### config.mk
export PLATFORM = sky130hd
export DESIGN_NAME = dta_trigger_arbiter
export DESIGN_NICKNAME = d
export VERILOG_FILES = /design/src/rtl/dta_pkg.sv /design/src/rtl/dta_pending.sv /design/src/rtl/dta_level_sel.sv /design/src/rtl/dta_rr_pick.sv /design/src/rtl/dta_trigger_arbiter.sv
export SDC_FILE = /design/constraint.sdc
export NUM_CORES = 1
export LEC_CHECK = 0
export CORE_ASPECT_RATIO = 0.6
export CORE_MARGIN = 2
export CORE_UTILIZATION = 53
export DETAILED_ROUTE_END_ITERATION = 8
export PLACE_DENSITY = 0.84
export REMOVE_ABC_BUFFERS = 1
export SLEW_MARGIN = 15
export SYNTH_ARGS = -nofsm -noshare
export SYNTH_HDL_FRONTEND = slang
export SYNTH_SLANG_ARGS = --single-unit
export TNS_END_PERCENT = 1
### constraint.sdc
create_clock -name clk -period 18.4 [get_ports clk]
set_input_delay 2.76 -clock clk [delete_from_list [all_inputs] [get_ports clk]]
set_output_delay 2.76 -clock clk [all_outputs]
set_load 0.1 [all_outputs]
### src/rtl/dta_pkg.sv
package dta_pkg;
  localparam int PRIO_W  = 2;
  localparam int NUM_LVL = 1 << PRIO_W;
  typedef logic [PRIO_W-1:0] prio_t;
endpackage

### src/rtl/dta_pending.sv
// Per-channel pending request store.
module dta_pending #(
  parameter int N_CH = 8
) (
  input  logic            clk,
  input  logic            rst_n,
  input  logic [N_CH-1:0] trig_i,
  input  logic [N_CH-1:0] en_i,
  input  logic [N_CH-1:0] clr_i,
  output logic [N_CH-1:0] pend_o
);
  logic [N_CH-1:0] pend_q, pend_d;
  logic            upd;

  always_comb begin
    pend_d = (pend_q & ~clr_i & en_i) | (trig_i & en_i);
    upd    = (|trig_i) | (|clr_i) | (|(pend_q & ~en_i));
  end

  always_ff @(posedge clk or negedge rst_n) begin
    if (!rst_n) begin
      pend_q <= '0;
    end else if (upd) begin
      pend_q <= pend_d;
    end
  end

  assign pend_o = pend_q;
endmodule

### src/rtl/dta_level_sel.sv
// Finds the most urgent level holding an eligible request.
module dta_level_sel
  import dta_pkg::*;
#(
  parameter int N_CH = 8
) (
  input  logic [N_CH-1:0]        elig_i,
  input  logic [N_CH*PRIO_W-1:0] prio_i,
  output prio_t                  lvl_o,
  output logic [N_CH-1:0]        lvl_req_o,
  output logic                   any_o
);
  logic [NUM_LVL-1:0][N_CH-1:0] by_lvl;

  for (genvar l = 0; l < NUM_LVL; l++) begin : g_lvl
    for (genvar c = 0; c < N_CH; c++) begin : g_ch
      assign by_lvl[l][c] = elig_i[c] && (prio_i[c*PRIO_W +: PRIO_W] == prio_t'(l));
    end
  end

  always_comb begin
    lvl_o     = prio_t'(NUM_LVL - 1);
    lvl_req_o = '0;
    any_o     = |elig_i;
    for (int l = NUM_LVL - 1; l >= 0; l--) begin
      if (|by_lvl[l]) begin
        lvl_o     = prio_t'(l);
        lvl_req_o = by_lvl[l];
      end
    end
  end
endmodule

### src/rtl/dta_rr_pick.sv
// Circular first-set search starting at a pointer.
module dta_rr_pick #(
  parameter int N_CH  = 8,
  localparam int IDX_W = $clog2(N_CH)
) (
  input  logic [N_CH-1:0]  req_i,
  input  logic [IDX_W-1:0] ptr_i,
  output logic             hit_o,
  output logic [IDX_W-1:0] idx_o
);
  always_comb begin
    hit_o = 1'b0;
    idx_o = '0;
    for (int k = 0; k < N_CH; k++) begin
      int j;
      j = int'(ptr_i) + k;
      if (j >= N_CH) j = j - N_CH;
      if (!hit_o && req_i[j]) begin
        hit_o = 1'b1;
        idx_o = IDX_W'(j);
      end
    end
  end
endmodule

### src/rtl/dta_trigger_arbiter.sv
// Trigger arbiter for one shared DMA transfer engine.
module dta_trigger_arbiter
  import dta_pkg::*;
#(
  parameter int N_CH = 8,
  localparam int IDX_W = $clog2(N_CH)
) (
  input  logic                   clk,
  input  logic                   rst_n,
  input  logic [N_CH-1:0]        trig_i,
  input  logic [N_CH-1:0]        chan_en_i,
  input  logic [N_CH*PRIO_W-1:0] chan_prio_i,
  input  logic [N_CH-1:0]        chan_preempt_i,
  input  logic                   xfer_bound_i,
  input  logic                   xfer_done_i,
  output logic [N_CH-1:0]        grant_o,
  output logic                   grant_vld_o
);
  logic [N_CH-1:0] pend, clr, elig, lvl_req;
  logic [N_CH-1:0] grant_q, grant_d;
  logic            vld_q, vld_d;
  logic [NUM_LVL-1:0][IDX_W-1:0] ptr_q, ptr_d;
  prio_t           win_lvl, act_lvl;
  logic            any_elig, win_hit;
  logic [IDX_W-1:0] win_idx, win_nxt;
  logic            act_en, act_pre, release_c, preempt_c, issue, upd;

  assign clr = (vld_q && xfer_done_i) ? grant_q : '0;

  dta_pending #(.N_CH(N_CH)) u_pend (
    .clk(clk), .rst_n(rst_n), .trig_i(trig_i), .en_i(chan_en_i),
    .clr_i(clr), .pend_o(pend)
  );

  assign elig = pend & chan_en_i & ~(vld_q ? grant_q : '0);

  dta_level_sel #(.N_CH(N_CH)) u_lvl (
    .elig_i(elig), .prio_i(chan_prio_i), .lvl_o(win_lvl),
    .lvl_req_o(lvl_req), .any_o(any_elig)
  );

  dta_rr_pick #(.N_CH(N_CH)) u_rr (
    .req_i(lvl_req), .ptr_i(ptr_q[win_lvl]), .hit_o(win_hit), .idx_o(win_idx)
  );

  // Level of the active channel
  always_comb begin
    act_lvl = '0;
    for (int i = 0; i < N_CH; i++) begin
      if (grant_q[i]) act_lvl = chan_prio_i[i*PRIO_W +: PRIO_W];
    end
  end

  assign act_en  = |(grant_q & chan_en_i);
  assign act_pre = |(grant_q & chan_preempt_i);
  assign win_nxt = (win_idx == IDX_W'(N_CH - 1)) ? '0 : win_idx + 1'b1;

  always_comb begin
    release_c = vld_q && (xfer_done_i || !act_en);
    preempt_c = vld_q && !release_c && xfer_bound_i && act_pre &&
                any_elig && (win_lvl < act_lvl);
    grant_d   = grant_q;
    vld_d     = vld_q;
    ptr_d     = ptr_q;
    issue     = 1'b0;
    if (!vld_q || release_c) begin
      if (any_elig && win_hit) begin
        issue = 1'b1;
      end else begin
        grant_d = '0;
        vld_d   = 1'b0;
      end
    end else if (preempt_c && win_hit) begin
      issue = 1'b1;
    end
    if (issue) begin
      grant_d          = '0;
      grant_d[win_idx] = 1'b1;
      vld_d            = 1'b1;
      ptr_d[win_lvl]   = win_nxt;
    end
    upd = issue || release_c;
  end

  always_ff @(posedge clk or negedge rst_n) begin
    if (!rst_n) begin
      grant_q <= '0;
      vld_q   <= 1'b0;
    end else if (upd) begin
      grant_q <= grant_d;
      vld_q   <= vld_d;
    end
  end

  always_ff @(posedge clk or negedge rst_n) begin
    if (!rst_n) begin
      ptr_q <= '0;
    end else if (issue) begin
      ptr_q <= ptr_d;
    end
  end

  assign grant_o     = grant_q;
  assign grant_vld_o = vld_q;
endmodule

======== Word-level counts from Yosys, hierarchy flattened ========
Cells that the tools add are included.
word-level totals
  register bits after elaboration ......... 29
  bits in latches ......................... 0
  bits in writable memories ............... 0
  ROM bits ................................ 0
  input port bits ......................... 44
  output and inout port bits .............. 9
  logic and storage cells ................. 249
  memories ................................ 0
cells by class
  $add $sub $neg .......................... 16
  multiply operators ...................... 0
  div/mod/pow operators ................... 0
  $lt $le $gt $ge ......................... 21
  equal/unequal tests ..................... 26
  shifts and indexed selects .............. 0
  multiplexer cells ....................... 82
  bitwise operators ....................... 14
  reductions and logical operators ........ 83
operators with widths
  kind                                                                number
  less-than comparator 32 x 5 -> 1 bit, second input constant         8
  two-way mux 32 bit                                                  8
  greater-or-equal comparator 32 x 5 -> 1 bit, second input constant  7
  subtractor 32 x 5 -> 32 bit, second input constant                  7
  OR reduction 8 bit                                                  10
  two-way mux 8 bit                                                   9
  bitwise AND 8 bit                                                   8
  logical AND 1 bit                                                   50
  two-way mux 3 bit                                                   11
  equality test 2 bit, second input constant                          16
  two-way mux 1 bit                                                   32
  binary-select mux 1 bit (select 3 bit)                              8
  NOT 8 bit                                                           3
  two-way mux 2 bit                                                   10
  adder 3 x 3 -> 4 bit, second input constant                         4
  equality test 2 x 1 -> 1 bit, second input constant                 8
  zero test 2 bit                                                     8
  bitwise mux 12 bit                                                  1
  zero test 1 bit                                                     10
  adder 3 x 2 -> 4 bit, second input constant                         2
  OR 8 bit                                                            1
  binary-select mux 3 bit (select 2 bit)                              1
  demux 3 bit (select 2 bit)                                          1
  subtractor 3 x 4 -> 5 bit, second input constant                    1
  other kinds (15)                                                    18

======== Logic depth before layout (Yosys ltp) ========
  depth in word-level cells ............... 42
  depth in mapped cells ................... 28
  depth with buffers taken out ............ 21

======== Cells and area by module ========
Synthesis repeated with hierarchy kept, for this count alone.
unflattened totals
  cells, all modules ...................... 361
  area, all modules ....................... 3,364.5 um^2
modules (own cells, without submodules)
  module               times used  cells each  area an instance (um^2)  sequential area each (um^2)
  dta_trigger_arbiter  1           142         1,402.6                  525.5
  dta_rr_pick          1           105         980.9                    0.0
  dta_level_sel        1           90          610.6                    0.0
  dta_pending          1           24          370.4                    200.2

======== Worst setup path before layout ========
Ideal clock, no wire load.
  path kind ............................... input -> register
  start point ............................. in chan_prio_i[0]
  end point ............................... reg ptr_q[2] (netlist name)
  setup time .............................. 0.128 ns
  data arrival time ....................... 8.168 ns
  data required time ...................... 18.272 ns
  slack ................................... 10.105 ns
  cell stages on the path ................. 25
  path through ............................ buf_2 nor4b_1 or4_1 or2_1 buf_4 buf_2 a311oi_1 or2_1 buf_4 inv_2 buf_4 ha_1 buf_1 mux4_2 or2_1 mux4_2 or4_1 nor3b_1 or2_1 buf_4 inv_2 ha_1 nand4b_1 and4_1 mux2_1
between the ends
  longest elaborated chain between the ends .. 38
  elaborated cells between the ends (all ways) .. 130
  classes of those cells .................. add/sub: 16; order compare: 11; eq/ne: 4; mux: 72; reduce/logical: 27
ends and longest elaborated chain
  what                                                                                  RTL line                   source
  from (decl)                                                                           dta_trigger_arbiter.sv:12  input logic [N_CH*PRIO_W-1:0] chan_prio_i,
  parallel branches: the longest is 38 deep, another holds subtractor 32 x 5 -> 32 bit  n/a
  to (signal assigned)                                                                  dta_trigger_arbiter.sv:99  ptr_q <= ptr_d;
  to (decl)                                                                             dta_trigger_arbiter.sv:22  logic [NUM_LVL-1:0][IDX_W-1:0] ptr_q, ptr_d;
Parallel ways; which one is timed is not known. The select of a mux whose other input is x is not followed.
A chain may end at the register's enable or synchronous reset.

======== Final worst setup path ========
  start point ............................. in chan_prio_i[0]
  end point ............................... reg ptr_q[5] (netlist name)
The elaborated chain is that of the path after synthesis.

==> out/metrics.cfg <==
[drt]
routedWlPerCell_um = 22.4
avgViaCountPerCell = 6.89
first_pass_iters = 5
drtIter0Drc = 500
final_antenna_net_count = 0
drc = 0
routed_wl_mm = 12.3
vias = 3796

[global_routing]
grt_max_degree = 30
gr-total-overflow = 0
grt_pass1_vias = 3401
grt_pass1_wl_mm = 19.2
antenna_found_initial = 0
track_usage_pct = 34.9

[power]
p_leak_nw = 1.62
p_sw_share_pct = 53.6
combPwrFrac_pct = 72.2
seq_power_share_pct = 15.5
power_uw = 794
p_sw_uw = 426
power_density_mw_per_mm2 = 186
internal_power_uw = 368
ir_drop_v = 0.000186
clkPwrFrac_pct = 12.3

[timing]
final-hold-violation-count = 0
hold_slack_ns = 0.507
finalCritPeriodShare_pct = 53.1
worstMarginPinSlew_ns = 0.994
max_freq_mhz = 102
rsz0062_at_grt = no
worst_slack_ns = 8.62
tns_ns = 0
slew_viol_final = 0
slew_headroom_pct = 33.5
setup_violations = 0
post-route-min-period_ns = 9.78
finalClockSkew_ns = 0.00312

[worst_setup_path]
max_stage_delay_ns = 0.69
regToRegEndpoint = ptr_q[5]$_DFFE_PN0P_
worst_ep_required_time_ns = 18.56
critPathMaxFanout = 14
startpoint = chan_prio_i[0]
critPathLaunchType = input pin
crit_type = in -> reg
crit_slowest_cell = nor4b_1
crit_arrival_ns = 9.94
cp_cell_sequence = clkdlybuf4s50_1, inv_1, nor4b_1, nor4_2, and2_0, a311oi_1, or2_1, inv_2, ha_1, mux4_2, and2_1, mux4_2, o211a_1, nor3b_1, or2_1, inv_2, ha_1, a211o_1, and4_1, mux2_1
endpoint = ptr_q[5]$_DFFE_PN0P_
rr_startpoint = grant_vld_o$_DFFE_PN0P_
reg2regPathDepth = 19
cp-end-kind = register
r2r_setup_slack_ns = 10.83

[logic_synthesis]
synth_edf_count = 0
synth.most_common_cell = nand2_1
yosysSeqAreaShare_pct = 20.2
ys_top_cells_by_area = dfrtp_1 20%, mux2i_1 7.0%, nand2_1 5.8%
syn-cell-area_mm2 = 0.00359
netlist_instances = 426
syn_area_per_cell_um2 = 8.42
yosys.cell_types.count = 81
synth-seq-cells = 29
synth_commonest_cells = 55 x nand2_1, 29 x dfrtp_1, 25 x mux2i_1
yosys.area.top_type_share_pct = 20.2
synth_warnings = 0
ys_async_sr_fraction_pct = 100
yosysTopAreaCell = dfrtp_1
synth_top_flop_cell = dfrtp_1

[die]
placementRows = 23
die_area_mm2 = 0.00746
start_util_pct = 54.2
die_w_um = 110
fp.dieH_um = 67.7
ios = 53
core_mm2 = 0.00662

[final_layout]
postLayoutCellArea_mm2 = 0.00428
antenna_cells = 0
finalNetCount = 511
drive_gt1_share_pct = 12.7
synthToLayoutAreaGrowth_pct = 19.2

[place]
dpl.hpwl_mm = 9.56
port_buffers = 52
place_ws_ns = 8.60
place_congestion = 1.05
place_area_mm2 = 0.00410

[worst_hold_path]
worstHoldStart = ptr_q[2]$_DFFE_PN0P_
hold_class = reg -> reg

[clock_network]
cts_sinks = 29
post-cts-setup-buffers = 0
clk_pin_slew_worst_paths_ns = 0.05
cts.htree.levels = 2
cts_root_buf = clkbuf_16
clock_latency_ns = 0.28
hold_buffers = 0
cts_tree = yes
post_cts_resized = 0
ctsLongestPathBuffers = 2
cts_buffers = 5

[flow_run]
cap_violations = 0

[status]
status = finished, final reports clean

sequential cells by signal, summed over array words and instances (netlist names):
name and count:
grant_o 8, grant_vld_o 1, ptr_q 12, u_pend.pend_o 8
logic make-up (layout without fill, tap and decap cells):
kind of cell / count (synthesis) / after routing / synth area share (%)
flip-flops: 29 / 29 / 20.2
AO/OA/AOI/OAI: 119 / 119 / 25.0
buffers and inverters: 41 / 79 / 5.65
multiplexers: 53 / 53 / 18.2
AND/OR/NAND/NOR: 177 / 177 / 28.8
XOR/XNOR: 3 / 3 / 0.733
adder cells (fa/ha/maj): 4 / 4 / 1.40
routing by layer:
layer | GRT usage, % | wire (µm) | share of wire, % | vias to the layer above
met5 | 0 | 0 | 0 | -
met4 | 6.56 | 147 | 1.2 | 0
met3 | 13.1 | 1720 | 14 | 20
met2 | 45.7 | 4830 | 39 | 207
met1 | 53.5 | 5640 | 46 | 1837
li1 | - | - | - | 1732
how the worst min path moves through the flow:
| stage | slack [ns] | to | cells after the start |
|---|---|---|---|
| final | 0.51 | ptr_q[2]$_DFFE_PN0P_ | 1 |
| after global routing | 0.53 | ptr_q[2]$_DFFE_PN0P_ | 1 |
| after CTS | 0.50 | ptr_q[2]$_DFFE_PN0P_ | 1 |
| after detailed placement | 0.49 | ptr_q[10]$_DFFE_PN0P_ | 1 |
| after global placement | 0.46 | ptr_q[2]$_DFFE_PN0P_ | 1 |
| after floorplan | 0.45 | ptr_q[1]$_DFFE_PN0P_ | 1 |
worst max-delay path: cells and delay by family:
family                     cells  cell delay (ns)
adders and majority gates      2             0.87
AOI/OAI and AO/OA              3             0.89
buffers and inverters          4             1.09
and+or+nand+nor                8             2.84
muxes                          3             1.48
final cells by class:
cell class,instances,area [µm²]
Clock buffer,6,139
Multi-Input combinational cell,356,2660
Tap cell,87,109
Clock inverter,2,37.5
Inverter,15,56.3
Fill cell,568,2340
Sequential cell,29,726
Timing Repair Buffer,56,551
cells in the final DEF (no fill, tap or decap), drive strengths merged, types with 7 or more instances in the layout:
cell / count
nor4: 12
nand4: 11
inv: 15
a21oi: 24
nor3: 9
nand2b: 7
o21ai: 14
and2: 10
nor2b: 12
clkdlybuf4s50: 52
a22oi: 9
mux2i: 30
nor2: 15
dfrtp: 29
nand2: 57
nor4b: 11
o31ai: 8
mux2: 18
or2: 11
power by group through the flow:
stage | clock network (mW) | logic, mW | registers, mW
floorplan | 0 | 0.376 | 0.149
global placement | 0 | 0.541 | 0.120
detailed placement | 0 | 0.555 | 0.121
CTS | 0.0976 | 0.559 | 0.120
global route | 0.101 | 0.613 | 0.125
finish | 0.0974 | 0.573 | 0.123
stage by stage:
stage,util (%),std cells
floorplan,-,400
global route,64.6,551
CTS,64.6,551
global placement,61.9,543
detailed placement,61.9,543
finish,64.6,551
Note: power is estimated with default switching activity, not from simulation.
